`src/rtl/gpl_pkg.sv`:
```
package gpl_pkg;
    localparam int NUM_ENT  = 16;
    localparam int IDX_W    = $clog2(NUM_ENT);
    localparam int SHADE_W  = 4;
    localparam int NUM_BANK = 4;
    localparam int BANK_W   = $clog2(NUM_BANK);
    localparam int SUB_W    = IDX_W - BANK_W;
    localparam int REG_W    = 8;
    localparam int ID_W     = REG_W - BANK_W - IDX_W;
    localparam int ADDR_W   = 4;

    typedef logic [IDX_W-1:0]   idx_t;
    typedef logic [SHADE_W-1:0] shade_t;
    typedef logic [BANK_W-1:0]  bank_t;
    typedef logic [ID_W-1:0]    id_t;
    typedef logic [REG_W-1:0]   reg_t;
    typedef logic [ADDR_W-1:0]  addr_t;

    // control register state: bank field and entry pointer
    typedef struct packed {
        bank_t bank;
        idx_t  ptr;
    } ctrl_t;

    typedef shade_t [NUM_ENT-1:0] tbl_t;

    // readback layout: bank in the top bits, revision code, then pointer
    function automatic reg_t pack_ctrl(ctrl_t c, id_t id);
        return {c.bank, id, c.ptr};
    endfunction
endpackage

```
`src/rtl/gpl_ctrl.sv`:
```
module gpl_ctrl
    import gpl_pkg::*;
(
    input  logic  clk,
    input  logic  rst_n,
    input  logic  ld_en,
    input  bank_t ld_bank,
    input  idx_t  ld_ptr,
    input  logic  step_en,
    output ctrl_t ctrl
);
    ctrl_t ctrl_d, ctrl_q;

    always_comb begin
        ctrl_d = ctrl_q;
        if (ld_en) begin
            ctrl_d.bank = ld_bank;
            ctrl_d.ptr  = ld_ptr;
        end else if (step_en) begin
            ctrl_d.ptr = ctrl_q.ptr + idx_t'(1);
        end
    end

    always_ff @(posedge clk or negedge rst_n) begin
        if (!rst_n) ctrl_q <= '0;
        else        ctrl_q <= ctrl_d;
    end

    assign ctrl = ctrl_q;
endmodule

```
`src/rtl/gpl_store.sv`:
```
module gpl_store
    import gpl_pkg::*;
(
    input  logic   clk,
    input  logic   rst_n,
    input  logic   wr_en,
    input  idx_t   wr_idx,
    input  shade_t wr_val,
    input  idx_t   cpu_idx,
    output shade_t cpu_entry,
    input  idx_t   lut_idx,
    output shade_t lut_entry,
    output tbl_t   tbl
);
    tbl_t tbl_d, tbl_q;

    always_comb begin
        tbl_d = tbl_q;
        if (wr_en) tbl_d[wr_idx] = wr_val;
    end

    always_ff @(posedge clk or negedge rst_n) begin
        if (!rst_n) begin
            for (int i = 0; i < NUM_ENT; i++) tbl_q[i] <= shade_t'(i);
        end else begin
            tbl_q <= tbl_d;
        end
    end

    // both read ports see the state before this cycle's write
    assign cpu_entry = tbl_q[cpu_idx];
    assign lut_entry = tbl_q[lut_idx];
    assign tbl       = tbl_q;
endmodule

```
`src/rtl/gpl_lookup.sv`:
```
module gpl_lookup
    import gpl_pkg::*;
(
    input  logic   clk,
    input  logic   rst_n,
    input  logic   wide_mode,
    input  bank_t  bank,
    input  idx_t   pix,
    output idx_t   lut_idx,
    input  shade_t lut_entry,
    output shade_t shade
);
    typedef struct packed {
        shade_t shade;
    } look_t;

    look_t look_d, look_q;

    always_comb begin
        if (wide_mode) lut_idx = pix;
        else           lut_idx = {bank, pix[SUB_W-1:0]};
        look_d.shade = lut_entry;
    end

    always_ff @(posedge clk or negedge rst_n) begin
        if (!rst_n) look_q <= '0;
        else        look_q <= look_d;
    end

    assign shade = look_q.shade;
endmodule

```
`src/rtl/gray_palette_lut.sv`:
```
module gray_palette_lut
    import gpl_pkg::*;
#(
    parameter id_t   ID_CODE  = 2'b10,
    parameter addr_t CTRL_IDX = 4'hE,
    parameter addr_t DATA_IDX = 4'hF
) (
    input  logic              clk,
    input  logic              rst_n,
    input  logic [ADDR_W-1:0] cpu_addr,
    input  logic              cpu_wr,
    input  logic              cpu_rd,
    input  logic [REG_W-1:0]  cpu_wdata,
    output logic [REG_W-1:0]  cpu_rdata,
    input  logic              depth_4bpp,
    input  logic [IDX_W-1:0]  pix_in,
    output logic [SHADE_W-1:0] shade_out
);
    logic   hit_ctrl, hit_data;
    logic   ctrl_ld, data_wr, data_step;
    ctrl_t  ctrl_cur;
    tbl_t   tbl_cur;
    shade_t cpu_entry, lut_entry;
    idx_t   lut_idx;

    always_comb begin
        hit_ctrl  = (cpu_addr == CTRL_IDX);
        hit_data  = (cpu_addr == DATA_IDX);
        ctrl_ld   = cpu_wr & hit_ctrl;
        data_wr   = cpu_wr & hit_data;
        data_step = (cpu_wr | cpu_rd) & hit_data;
    end

    gpl_ctrl u_ctrl (
        .clk     (clk),
        .rst_n   (rst_n),
        .ld_en   (ctrl_ld),
        .ld_bank (cpu_wdata[REG_W-1 -: BANK_W]),
        .ld_ptr  (cpu_wdata[IDX_W-1:0]),
        .step_en (data_step),
        .ctrl    (ctrl_cur)
    );

    gpl_store u_store (
        .clk       (clk),
        .rst_n     (rst_n),
        .wr_en     (data_wr),
        .wr_idx    (ctrl_cur.ptr),
        .wr_val    (cpu_wdata[SHADE_W-1:0]),
        .cpu_idx   (ctrl_cur.ptr),
        .cpu_entry (cpu_entry),
        .lut_idx   (lut_idx),
        .lut_entry (lut_entry),
        .tbl       (tbl_cur)
    );

    gpl_lookup u_lookup (
        .clk       (clk),
        .rst_n     (rst_n),
        .wide_mode (depth_4bpp),
        .bank      (ctrl_cur.bank),
        .pix       (pix_in),
        .lut_idx   (lut_idx),
        .lut_entry (lut_entry),
        .shade     (shade_out)
    );

    always_comb begin
        cpu_rdata = '0;
        if (hit_ctrl)      cpu_rdata = pack_ctrl(ctrl_cur, ID_CODE);
        else if (hit_data) cpu_rdata = {{(REG_W-SHADE_W){1'b0}}, cpu_entry};
    end
endmodule

```
`config.mk`:
```
export PLATFORM = sky130hd
export DESIGN_NAME = gray_palette_lut
export DESIGN_NICKNAME = d
export VERILOG_FILES = /design/src/rtl/gpl_pkg.sv /design/src/rtl/gpl_ctrl.sv /design/src/rtl/gpl_store.sv /design/src/rtl/gpl_lookup.sv /design/src/rtl/gray_palette_lut.sv
export SDC_FILE = /design/constraint.sdc
export NUM_CORES = 1
export LEC_CHECK = 0
export CORE_ASPECT_RATIO = 1.25
export CORE_UTILIZATION = 40
export DETAILED_ROUTE_END_ITERATION = 7
export DONT_BUFFER_PORTS = 1
export HOLD_SLACK_MARGIN = 0.05
export PLACE_DENSITY = 0.6
export SLEW_MARGIN = 20
export SYNTH_ARGS = -nofsm -noshare
export SYNTH_HDL_FRONTEND = slang
export SYNTH_SLANG_ARGS = --single-unit
export TNS_END_PERCENT = 100
```
`constraint.sdc`:
```
create_clock -name clk -period 2.5 [get_ports clk]
set_input_delay 0.5 -clock clk [delete_from_list [all_inputs] [get_ports clk]]
set_output_delay 0.5 -clock clk [all_outputs]
set_load 0.03 [all_outputs]
```
* Word-level counts from Yosys, hierarchy flattened *
Index checks and enable logic that the tools add are counted.

storage, ports and cells
  register bits after elaboration = 74
  input bits = 21
  logic and storage cells = 43

cells by class
  multiplexer cells = 12
  $add $sub $neg = 1
  order comparisons = 3
  reductions and logical operators = 2
  equality and inequality tests = 2
  bitwise gates (word level) = 4

operator list
  kind                                                         number
  bitwise mux 64 bit                                           1
  binary-select mux 4 bit (select 4 bit)                       2
  2-to-1 mux 4 bit                                             7
  demux 4 bit (select 4 bit)                                   1
  less-than comparator 4 x 5 -> 1 bit (second input constant)  2
  equality test 4 bit (second input constant)                  2
  2-to-1 mux 8 bit                                             1
  adder 4 x 1 -> 4 bit (second input constant)                 1
  >= comparator 4 x 1 -> 1 bit (second input constant)         1
  bitwise AND 1 bit                                            3
  nonzero test 2 bit                                           1
  logical AND 1 bit                                            1
  bitwise OR 1 bit                                             1

* Depth between registers and ports, before layout *
Gate-level depths: netlist of run 1.

  depth in word-level cells = 5
  depth in mapped cells = 7
  gate-level depth less buffers = 5

* Hierarchy *
Synthesis of run 1 repeated with hierarchy kept, for this count alone.

second synthesis, totals
  cells, all modules = 288
  area, all modules = 4061.4 sq um

by module, submodules not included
  module            instances  cells an instance  area each (sq um)
  gpl_store         1          237                3499.6
  gpl_ctrl          1          23                 280.3
  gray_palette_lut  1          20                 143.9
  gpl_lookup        1          8                  137.6

* Worst setup path before layout of run 1 *
OpenSTA, ideal clock, no wires.

  path type = register to output
  start point = reg u_ctrl.ctrl_q, in the netlist u_ctrl.ctrl[0]
  end point = out cpu_rdata[3]
  path slack = 94 ps
  arrival = 1906 ps
  path buffers = 1
  cell stages (with the launch flop) = 6
  cells stage by stage = dfrtp_1 > buf_6 > mux4_2 > mux2_2 > a21oi_1 > a311oi_1

between the ends
  word-level cells in the longest chain between the ends = 4

RTL lines
  element                                 line                    RTL
  start, declared                         gpl_ctrl.sv:12          ctrl_t ctrl_d, ctrl_q;
  start signal, assigned                  gpl_ctrl.sv:26          else ctrl_q <= ctrl_d;
  binary-select mux 4 bit (select 4 bit)  gpl_store.sv:31         assign cpu_entry = tbl_q[cpu_idx];
  2-to-1 mux 4 bit (implied by the code)  gpl_store.sv:31
  2-to-1 mux 4 bit                        gray_palette_lut.sv:71  else if (hit_data) cpu_rdata = {{(REG_W-SHADE_W){1'b0}}, cpu_entry};
  2-to-1 mux 8 bit                        gray_palette_lut.sv:70  if (hit_ctrl) cpu_rdata = pack_ctrl(ctrl_cur, ID_CODE);
  end, declared                           gray_palette_lut.sv:14  output logic [REG_W-1:0] cpu_rdata,

Every way passes these cells. The select of a mux whose other input is x is not followed.

* Worst setup path in the final report of run 1 *
  start point = reg u_ctrl.ctrl_q, in the netlist u_ctrl.ctrl[0]
  end point = out cpu_rdata[0]

between the ends
  word-level cells in the longest chain between the ends = 4

RTL lines
  element                                 line
  binary-select mux 4 bit (select 4 bit)  gpl_store.sv:31
  2-to-1 mux 4 bit (implied by the code)  gpl_store.sv:31
  2-to-1 mux 4 bit                        gray_palette_lut.sv:71
  2-to-1 mux 8 bit (*)                    gray_palette_lut.sv:70

Mark *: on every way between the ends. The rest lies on a longest branch, timed or not. The select of a mux whose other input is x is not followed.

==> results of run 1 <==
path summary, 6_finish.rpt:
path	startpoint	end	slack, ns	cells after the start
worst max-delay path	u_ctrl.ctrl[0]	cpu_rdata[0]	-0.13	7
worst min-delay path	rst_n	u_ctrl.ctrl[2]	0.04	1
worst max register to register	u_ctrl.ctrl[0]	u_store.tbl[15]	0.38	8
worst min register to register	u_store.tbl[5]	u_store.tbl[5]	0.51	1
max in group asynchronous	rst_n	u_store.tbl[4]	2.09	1
min in group clk	cpu_wdata[0]	u_store.tbl[40]	0.30	1
layout by cell type (no fill, tap or decap), drive strengths merged, types with 7 or more instances in the layout:
cell | Yosys | final
clkbuf | 9 | 13
nand2 | 19 | 19
mux4 | 28 | 28
mux2 | 69 | 69
dfstp | 32 | 32
dfrtp | 42 | 42
buf | 13 | 17
a21oi | 7 | 7
mux2i | 11 | 11
sequential cells by signal, indices dropped and copies added (netlist names):
signal	count
u_ctrl.ctrl	6
u_store.tbl	64
u_lookup.shade	4
cells in the mapped netlist, types with 4 or more instances:
| cell | n | area, sq um |
|---|---|---|
| mux4_1 | 11 | 289 |
| nand2_1 | 19 | 71.3 |
| buf_2 | 7 | 35.0 |
| o211ai_1 | 6 | 45.0 |
| clkbuf_1 | 9 | 33.8 |
| nor2b_1 | 4 | 25.0 |
| a21oi_1 | 7 | 35.0 |
| dfrtp_1 | 42 | 1050 |
| ha_1 | 4 | 50.1 |
| nor2_1 | 6 | 22.5 |
| buf_4 | 4 | 30.0 |
| mux4_2 | 17 | 383 |
| and2_1 | 4 | 25.0 |
| a22oi_1 | 5 | 37.5 |
| o21ai_1 | 4 | 20.0 |
| mux2i_1 | 11 | 110 |
| dfstp_2 | 32 | 841 |
| mux2_1 | 66 | 743 |
| nand3b_1 | 6 | 45.0 |
per-layer routing:
layer,up-vias,share of wire [%]
met2,76,53
met5,-,0
met4,0,2.5
li1,1185,-
met3,15,4.1
met1,1426,40
kinds of logic (layout without fill, tap and decap cells):
logic type / count (synthesis) / after routing / share of synthesized area, %
AO/OA/AOI/OAI: 37 / 37 / 6.13
adder cells (fa/ha/maj): 4 / 4 / 1.19
buffers and inverters: 25 / 37 / 2.98
flip-flops: 74 / 74 / 45.0
multiplexers: 108 / 108 / 37.1
other: 1 / 1 / 0.0892
AND/OR/NAND/NOR: 53 / 53 / 7.56
layout make-up:
cell class	instances	area, sq um	area share [%]
inverters	3	11.3	0.234
clock inverters	4	75.1	1.56
well taps	129	161	3.35
flip-flops and latches	74	1890	39.3
repair buffers	18	230	4.78
clock buffers	12	256	5.32
multi-input cells	203	2190	45.5
per-stage QoR:
step,cell area [sq um],setup TNS (ns),total power [mW],util (%),worst slack [ns]
5_1_grt,4820,-0.620,4.17,47.5,-0.190
3_5_place_dp,4350,0,2.42,42.9,0.160
6_report,4820,-0.380,4.00,47.5,-0.129
4_1_cts,4790,-0.446,4.00,47.2,-0.143
2_1_floorplan,4210,0,2.20,-,0.0942
3_3_place_gp,4350,0,2.40,42.9,0.154
power by group through the flow:
stage | Combinational [mW] | Sequential (mW) | Clock [mW]
floorplan | 0.674 | 1.52 | 0
global placement | 0.830 | 1.57 | 0
detailed placement | 0.839 | 1.58 | 0
CTS | 0.984 | 1.57 | 1.45
global route | 1.09 | 1.59 | 1.49
finish | 1.01 | 1.57 | 1.42
what timing repair did:
action                                 in CTS  in global routing
setup buffers                               2                  3
setup endpoints to repair                   4                  4
pin swaps                                   5                  1
resized for setup                          11                  2
gates cloned                                2                  0
hold buffers                                1                  0
endpoints found under the hold margin      74                  0
==> results.yml, run 1 <==
synthesis:
  yosysUniqueCellTypes: 43
  syn_area_per_cell_sq_um: 13.9
  yosysWarnings: 0
  synth_nets: 327
  syn_inst: 302
  netlist_area_sq_um: 4210
  synth_top_flop_cell: "dfrtp_1"
  async_flop_share_pct: 100
  ys_seq_elements: 74
  seq_area_frac_synth_pct: 45.0
  synth-edff-count: 0
floorplanning:
  std_cell_rows: 41
  io_pins: 33
  core_area_sq_um: 10200
  die_w_um: 93.7
  start_util_pct: 41.4
  dieArea_sq_um: 10900
  die_h_um: 117
cts:
  clk_pin_slew_ns: 0.06
  clock_latency_ns: 0.34
  cts_root_buf: "clkbuf_16"
  numCtsBuffers: 9
  clk_path_buf_depth: 2
  cts_tree: "done"
  cts_sinks: 74
  htreeDepth: 3
place:
  io_buffers: 0
  place_hpwl_mm: 6.87
  dp_cells: 419
  gp_congestion: 0.777
drt:
  dr.pass1.iters: 4
  via_per_inst: 6.10
  detail_route.wl_per_cell_um: 22.5
  drtIter0Drc: 146
  route.detailed.drc: 0
  wl_mm: 9.97
  drtAntennaViolNets: 0
  via_count: 2702
global_route:
  top_usage_layer: "met2"
  grt_util_met2_pct: 34.8
  grt_max_degree: 75
  met1_usage_pct: 24.5
  grt_use_total_pct: 20.1
  grt_pass1_vias: 2659
  globalRouteOverflowTotal: 0
  grt_antenna_before_repair: 0
  grt_pass1_wl_mm: 15.6
  grtUsageMet3_pct: 3.58
power_and_ir_drop:
  seqPwrFrac_pct: 39.2
  p_clk_share_pct: 35.5
  comb_power_share_pct: 25.3
  p_leak_nw: 2.11
  powerDensity_nw_per_um2: 829
  netSwitchingFraction_pct: 28.2
  vdd_drop_max_uv: 363
  internal-power_mw: 2.87
  p_sw_mw: 1.13
sta:
  rsz0062_at_grt: "true"
  whs_ns: 0.0425
  finalWorstSetupSlack_ns: -0.129
  fmaxAchievable_mhz: 380
  min_period_over_period_pct: 105
  hold_viol: 0
  relSlewSlack_pct: 57.3
  maxSlewViolCount: 0
  tightest_slew_ns: 0.639
  skew_ns: 0.00729
  setup_violations: 4
  fin_crit_ns: 2.63
run_status:
  violations: "negative setup slack"
  status: "finished, violations left"
critical_path:
  cp_cell_sequence: "buf_12 -> buf_16 -> mux4_2 -> a22o_1 -> o21ai_1 -> a21oi_1 -> buf_4"
  critical_path_arrival_ns: 2.13
  crit_buf_inv: 3
  cp_slowest_stage_delay_ns: 0.50
  required_ns: 2.00
  crit_path_start_kind: "register"
  crit_path_max_fanout: 6
  critPathTopFamily: "multiplexers"
  crit_type: "register to output port"
  slowest_stage: "mux4_2"
  worst_setup_path_end_kind: "output port"
layout:
  synthToLayoutAreaGrowth_pct: 14.6
  n_antenna_cell: 0
  instances_no_fill: 443
  fin_nets: 334
  final_layout_size_suffix_gt1_share_pct: 31.5
  fill_cells: 905
flow_run:
  cap_violations: 0
hold_path:
  hold_path_class: "primary input to asynchronous set/reset pin"
No activity file was read; power rests on OpenSTA's default activity.
==> run 2: changes to the inputs <==
--- a/config.mk
+++ b/config.mk
@@ -5,6 +5,7 @@
 export SDC_FILE = /design/constraint.sdc
 export NUM_CORES = 1
 export LEC_CHECK = 0
+export CAP_MARGIN = 30
 export CORE_ASPECT_RATIO = 1.25
 export CORE_UTILIZATION = 40
 export DETAILED_ROUTE_END_ITERATION = 7
@@ -14,5 +15,6 @@
 export SLEW_MARGIN = 20
 export SYNTH_ARGS = -nofsm -noshare
 export SYNTH_HDL_FRONTEND = slang
+export SYNTH_HIERARCHICAL = 1
 export SYNTH_SLANG_ARGS = --single-unit
 export TNS_END_PERCENT = 100
==> constraint.sdc (replaced) <==
create_clock -name clk -period 3.06 [get_ports clk]
set_input_delay 0.612 -clock clk [delete_from_list [all_inputs] [get_ports clk]]
set_output_delay 0.612 -clock clk [all_outputs]
set_load 0.03 [all_outputs]
==> run 2 against run 1 <==
Combinational power is 18% lower; synthesized cell count is 4.6% lower; utilization is 1.1 points lower; the run now ends clean; global-route usage is 1.3 points lower; clock power is 24% lower; clock skew is 0.0013 ns lower; die area is 3.4% lower; highest routed layer unchanged; critical path depth stayed put; design area is 6.2% lower.
==> results.yml, run 2 <==
power_and_ir_drop:
  p_clk_share_pct: 32.8
  seqPwrFrac_pct: 42.1
  internal-power_mw: 2.34
  vdd_drop_max_uv: 244
  powerDensity_nw_per_um2: 729
  p_sw_mw: 0.957
  comb_power_share_pct: 25.1
  p_leak_nw: 1.87
  netSwitchingFraction_pct: 29.0
global_route:
  grt_use_total_pct: 18.8
  globalRouteOverflowTotal: 0
  grt_pass1_wl_mm: 14.3
  grt_pass1_vias: 2517
  grt_antenna_before_repair: 0
  grt_max_degree: 43
sta:
  fin_crit_ns: 2.86
  maxSlewViolCount: 0
  tightest_slew_ns: 0.697
  relSlewSlack_pct: 53.2
  min_period_over_period_pct: 93.5
  hold_viol: 0
  rsz0062_at_grt: "false"
  fmaxAchievable_mhz: 350
  tns_ns: 0
  skew_ns: 0.00597
  setup_violations: 0
synthesis:
  synth_top_area_share_pct: 25.9
  synthTopCellsByCount: "mux2_2, dfrtp_1, dfstp_2, mux4_2, nand3_1"
  synth_nets: 310
  yosysMostFrequentCell: "mux2_2"
  netlist_area_sq_um: 4060
  syn_inst: 288
  async_flop_share_pct: 100
  seq_area_frac_synth_pct: 46.6
  synth_top_flop_cell: "dfrtp_1"
  ys_seq_elements: 74
  yosysWarnings: 6
  yosys-top-cells-area: "dfrtp_1, dfstp_2, mux2_2"
  yosys.area.top_type: "dfrtp_1"
  syn_area_per_cell_sq_um: 14.1
  synth-edff-count: 0
  yosysUniqueCellTypes: 32
drt:
  drtAntennaViolNets: 0
  dr.pass1.iters: 4
  drtIter0Drc: 152
  route.detailed.drc: 0
  wl_mm: 9.07
  via_per_inst: 5.80
  via_count: 2431
  detail_route.wl_per_cell_um: 21.7
cts:
  cts_sinks: 74
  cts_tree: "done"
  clk_pin_slew_ns: 0.06
  htreeDepth: 3
  cts_root_buf: "clkbuf_16"
  clock_latency_ns: 0.33
  clk_path_buf_depth: 2
  cts_setup_buffers: 0
  numCtsBuffers: 9
floorplanning:
  die_w_um: 92.1
  io_pins: 33
  start_util_pct: 41.6
  std_cell_rows: 40
  core_area_sq_um: 9760
  dieArea_sq_um: 10600
  die_h_um: 115
critical_path:
  critPathTopFamily: "multiplexers"
  regToRegSetupSlack_ns: 1.05
  slowest_stage: "dfrtp_2"
  crit_type: "register to output port"
  cp_cell_sequence: "buf_12 -> mux4_2 -> a22oi_1 -> nand3_1 -> mux2i_1 -> nor2_1 -> buf_4"
  rr_worst_depth: 4
  cp.depth: 7
  worst_setup_path_end_kind: "output port"
  crit_end: "cpu_rdata[1]"
  cp_slowest_stage_delay_ns: 0.50
  required_ns: 2.45
  crit_path_start_kind: "register"
  crit_path_max_fanout: 14
  critical_path_arrival_ns: 2.25
  r2r-end: "u_store/tbl[53]"
  cp-startpoint: "u_ctrl/ctrl[0]"
  r2r-start: "u_ctrl/ctrl[0]"
  crit_buf_inv: 2
layout:
  fill_cells: 848
  largest_reg_flops: 64
  synthToLayoutAreaGrowth_pct: 11.3
  fin_nets: 310
  multiInputGateArea_sq_um: 2050
  regArea_sq_um: 1890
  n_antenna_cell: 0
  final_layout_size_suffix_gt1_share_pct: 55.3
  fin_util_pct: 46.3
  layout_commonest_cell: "mux2_2"
  final_cell_mix: "mux2_2, dfrtp_1, mux4_2, dfstp_2, nand3_1"
place:
  gp_congestion: 0.851
  io_buffers: 0
  place_hpwl_mm: 6.19
run_status:
  status: "finished, final reports clean"
flow_run:
  cap_violations: 0
hold_path:
  hold_path_class: "primary input to asynchronous set/reset pin"
[run 2: repair_timing]
action	CTS	global route
resized for setup	0	1
endpoints found under the setup margin	0	1
hold buffers	1	0
endpoints found under the hold margin	42	0
[run 2: power groups by stage]
stage	registers, mW	logic (mW)	clock network [mW]
detailed placement	1.40	0.817	0
global route	1.42	0.888	1.14
floorplan	1.34	0.649	0
global placement	1.39	0.797	0
CTS	1.39	0.833	1.11
finish	1.39	0.827	1.08
[run 2: worst min-delay path by stage]
stage                           to  slack, ns
floorplan           u_ctrl/ctrl[0]       0.32
global placement    u_store/tbl[0]       0.32
detailed placement  u_store/tbl[0]       0.32
CTS                 u_store/tbl[4]       0.11
global route        u_store/tbl[4]       0.11
finish              u_store/tbl[0]       0.12
[run 2: area by class of cell]
| cell class | count | area share (%) |
|---|---|---|
| clock buffers | 14 | 6.06 |
| clock inverters | 2 | 0.775 |
| multi-input cells | 194 | 45.3 |
| flip-flops and latches | 74 | 41.9 |
| well taps | 126 | 3.49 |
| repair buffers | 9 | 2.49 |
[run 2: layer usage]
metal  vias to the layer above  wire length, um  global-route usage [%]  share of wire (%)
li1                       1091                -                       -                  -
met1                      1267             3910                    23.9                 43
met2                        59             4600                    30.7                 51
met4                         0              250                    10.7                2.8
met3                        14              317                    2.86                3.5
met5                         -                0                       0                  0
[run 2: metrics by stage]
step                      total power, mW  cells  cell area (sq um)  hold WS, ns  setup WS, ns
after detailed placement             2.21    402               4180        0.319         0.414
after CTS                            3.33    419               4520        0.107        0.0381
after global placement               2.19    402               4180        0.318         0.414
after floorplan                      1.99    288               4060        0.316         0.522
final                                3.30    419               4520        0.118         0.200
after global routing                 3.45    419               4520        0.108        0.0561
[run 2: kinds of logic after synthesis]
logic type	after synthesis	share of synthesized area, %
other	1	0.0923
AO/OA/AOI/OAI	12	2.09
buffers and inverters	20	2.99
XOR/XNOR	3	0.647
AND/OR/NAND/NOR	71	9.18
adder cells (fa/ha/maj)	1	0.308
flip-flops	74	46.6
multiplexers	106	38.1
==> run 3: changes to the inputs <==
--- a/config.mk
+++ b/config.mk
@@ -12,6 +12,7 @@
 export DONT_BUFFER_PORTS = 1
 export HOLD_SLACK_MARGIN = 0.05
 export PLACE_DENSITY = 0.6
+export REMOVE_ABC_BUFFERS = 1
 export SLEW_MARGIN = 20
 export SYNTH_ARGS = -nofsm -noshare
 export SYNTH_HDL_FRONTEND = slang
==> run 3 against run 2 <==
Global-route usage is 0.20 points higher; critical path depth is 1 lower; register-to-register slack better by 0.08 ns; via count is 0.74% lower; clock power is 6% lower; hold slack worse by 0.0063 ns; fmax is 3.3% higher; sequential power is 4% lower; total power is 2.5% lower; sequential cell count stayed put; design area is 1.3% lower; critical path type unchanged; largest cell class unchanged.
==> results.yml, run 3 (synthesis gave the netlist of run 2 again) <==
drt:
  drtAntennaViolNets: 0
  via_count: 2413
  drtIter0Drc: 152
  dr.pass1.iters: 4
  wl_mm: 9.04
  detail_route.wl_per_cell_um: 21.7
  route.detailed.drc: 0
  via_per_inst: 5.80
sta:
  setup_violations: 0
  relSlewSlack_pct: 53.9
  finalWorstSetupSlack_ns: 0.292
  skew_ns: 0.00375
  min_period_over_period_pct: 90.5
  hold_viol: 0
  maxSlewViolCount: 0
  tns_ns: 0
  fin_crit_ns: 2.77
  tightest_slew_ns: 0.686
  fmaxAchievable_mhz: 361
  rsz0062_at_grt: "false"
critical_path:
  r2r-end: "u_store/tbl[14]"
  crit_type: "register to output port"
  crit_path_max_fanout: 26
  cp-startpoint: "u_ctrl/ctrl[0]"
  critical_path_arrival_ns: 2.16
  r2r-start: "u_ctrl/ctrl[1]"
  required_ns: 2.45
  crit_path_start_kind: "register"
  worst_setup_path_end_kind: "output port"
  crit_end: "cpu_rdata[0]"
  rr_worst_depth: 4
  regToRegSetupSlack_ns: 1.13
layout:
  largest_reg_flops: 64
  layout_commonest_cell: "mux2_2"
  final_layout_size_suffix_gt1_share_pct: 54.8
  synthToLayoutAreaGrowth_pct: 9.86
  final_cell_mix: "mux2_2, dfrtp_1, mux4_2, dfstp_2, nand3_1"
  n_antenna_cell: 0
  fin_nets: 307
floorplanning:
  start_util_pct: 41.6
  dieArea_sq_um: 10600
  io_pins: 33
  die_w_um: 92.1
  die_h_um: 115
  core_area_sq_um: 9760
  std_cell_rows: 40
power_and_ir_drop:
  vdd_drop_max_uv: 208
  power.total_mw: 3.21
  p_leak_nw: 1.84
  powerDensity_nw_per_um2: 720
cts:
  clk_path_buf_depth: 2
  hold_buffers: 1
  cts-resized-gates: 0
  cts_tree: "done"
  clk_pin_slew_ns: 0.06
  cts_root_buf: "clkbuf_16"
  cts_setup_buffers: 0
  numCtsBuffers: 9
  cts_sinks: 74
  clock_latency_ns: 0.34
  htreeDepth: 3
place:
  place_hpwl_mm: 6.01
  place_ws_ns: 0.614
  io_buffers: 0
  gp_congestion: 0.766
global_route:
  grt_max_degree: 43
  globalRouteOverflowTotal: 0
  grt_pass1_vias: 2635
  grt_use_total_pct: 19.0
  grt_pass1_wl_mm: 14.6
  grt_antenna_before_repair: 0
flow_run:
  cap_violations: 0
hold_path:
  hold_path_class: "primary input to asynchronous set/reset pin"
run_status:
  status: "finished, final reports clean"
-- run 3: where the power goes --
group	total, mW	internal (mW)	switching (mW)
Clock	1.02	0.625	0.399
Sequential	1.33	1.18	0.148
Combinational	0.860	0.441	0.418
-- run 3: routing by layer --
metal,vias up,global-route usage [%],share of wire (%)
met4,0,11.1,3.2
met5,-,0,0
met3,17,2.06,2.2
met1,1265,23.7,42
li1,1081,-,-
met2,50,32.1,52
-- run 3: critical path, cell delays in order, from the launching register on --
cell and delay [ns]:
dfrtp_1 0.37, buf_12 0.23, mux4_2 0.55, a22oi_1 0.24
nand3_1 0.14, mux2i_1 0.15, nor2_1 0.15
-- run 3: stage by stage --
stage | cells | area (sq um) | util (%) | hold slack [ns]
global placement | 399 | 4150 | 42.5 | 0.318
floorplan | 268 | 3940 | - | 0.316
global route | 416 | 4460 | 45.7 | 0.105
detailed placement | 399 | 4150 | 42.5 | 0.318
CTS | 416 | 4460 | 45.7 | 0.102
finish | 416 | 4460 | 45.7 | 0.112
-- run 3: area by class of cell --
| class | instances | area [sq um] |
|---|---|---|
| Clock inverter | 6 | 57.6 |
| Fill cell | 892 | 5300 |
| Tap cell | 126 | 158 |
| Multi-Input combinational cell | 194 | 2050 |
| Timing Repair Buffer | 6 | 77.6 |
| Sequential cell | 74 | 1890 |
| Clock buffer | 10 | 229 |
-- run 3: worst min-delay path by stage --
stage / startpoint / to / slack, ns / cells past startpoint
6_report: rst_n / u_store/tbl[39] / 0.11 / 0
5_1_grt: rst_n / u_store/tbl[39] / 0.10 / 0
4_1_cts: rst_n / u_store/tbl[47] / 0.10 / 0
3_5_place_dp: rst_n / u_store/tbl[33] / 0.32 / 0
3_3_place_gp: rst_n / u_store/tbl[38] / 0.32 / 0
2_1_floorplan: rst_n / u_ctrl/ctrl[0] / 0.32 / 0
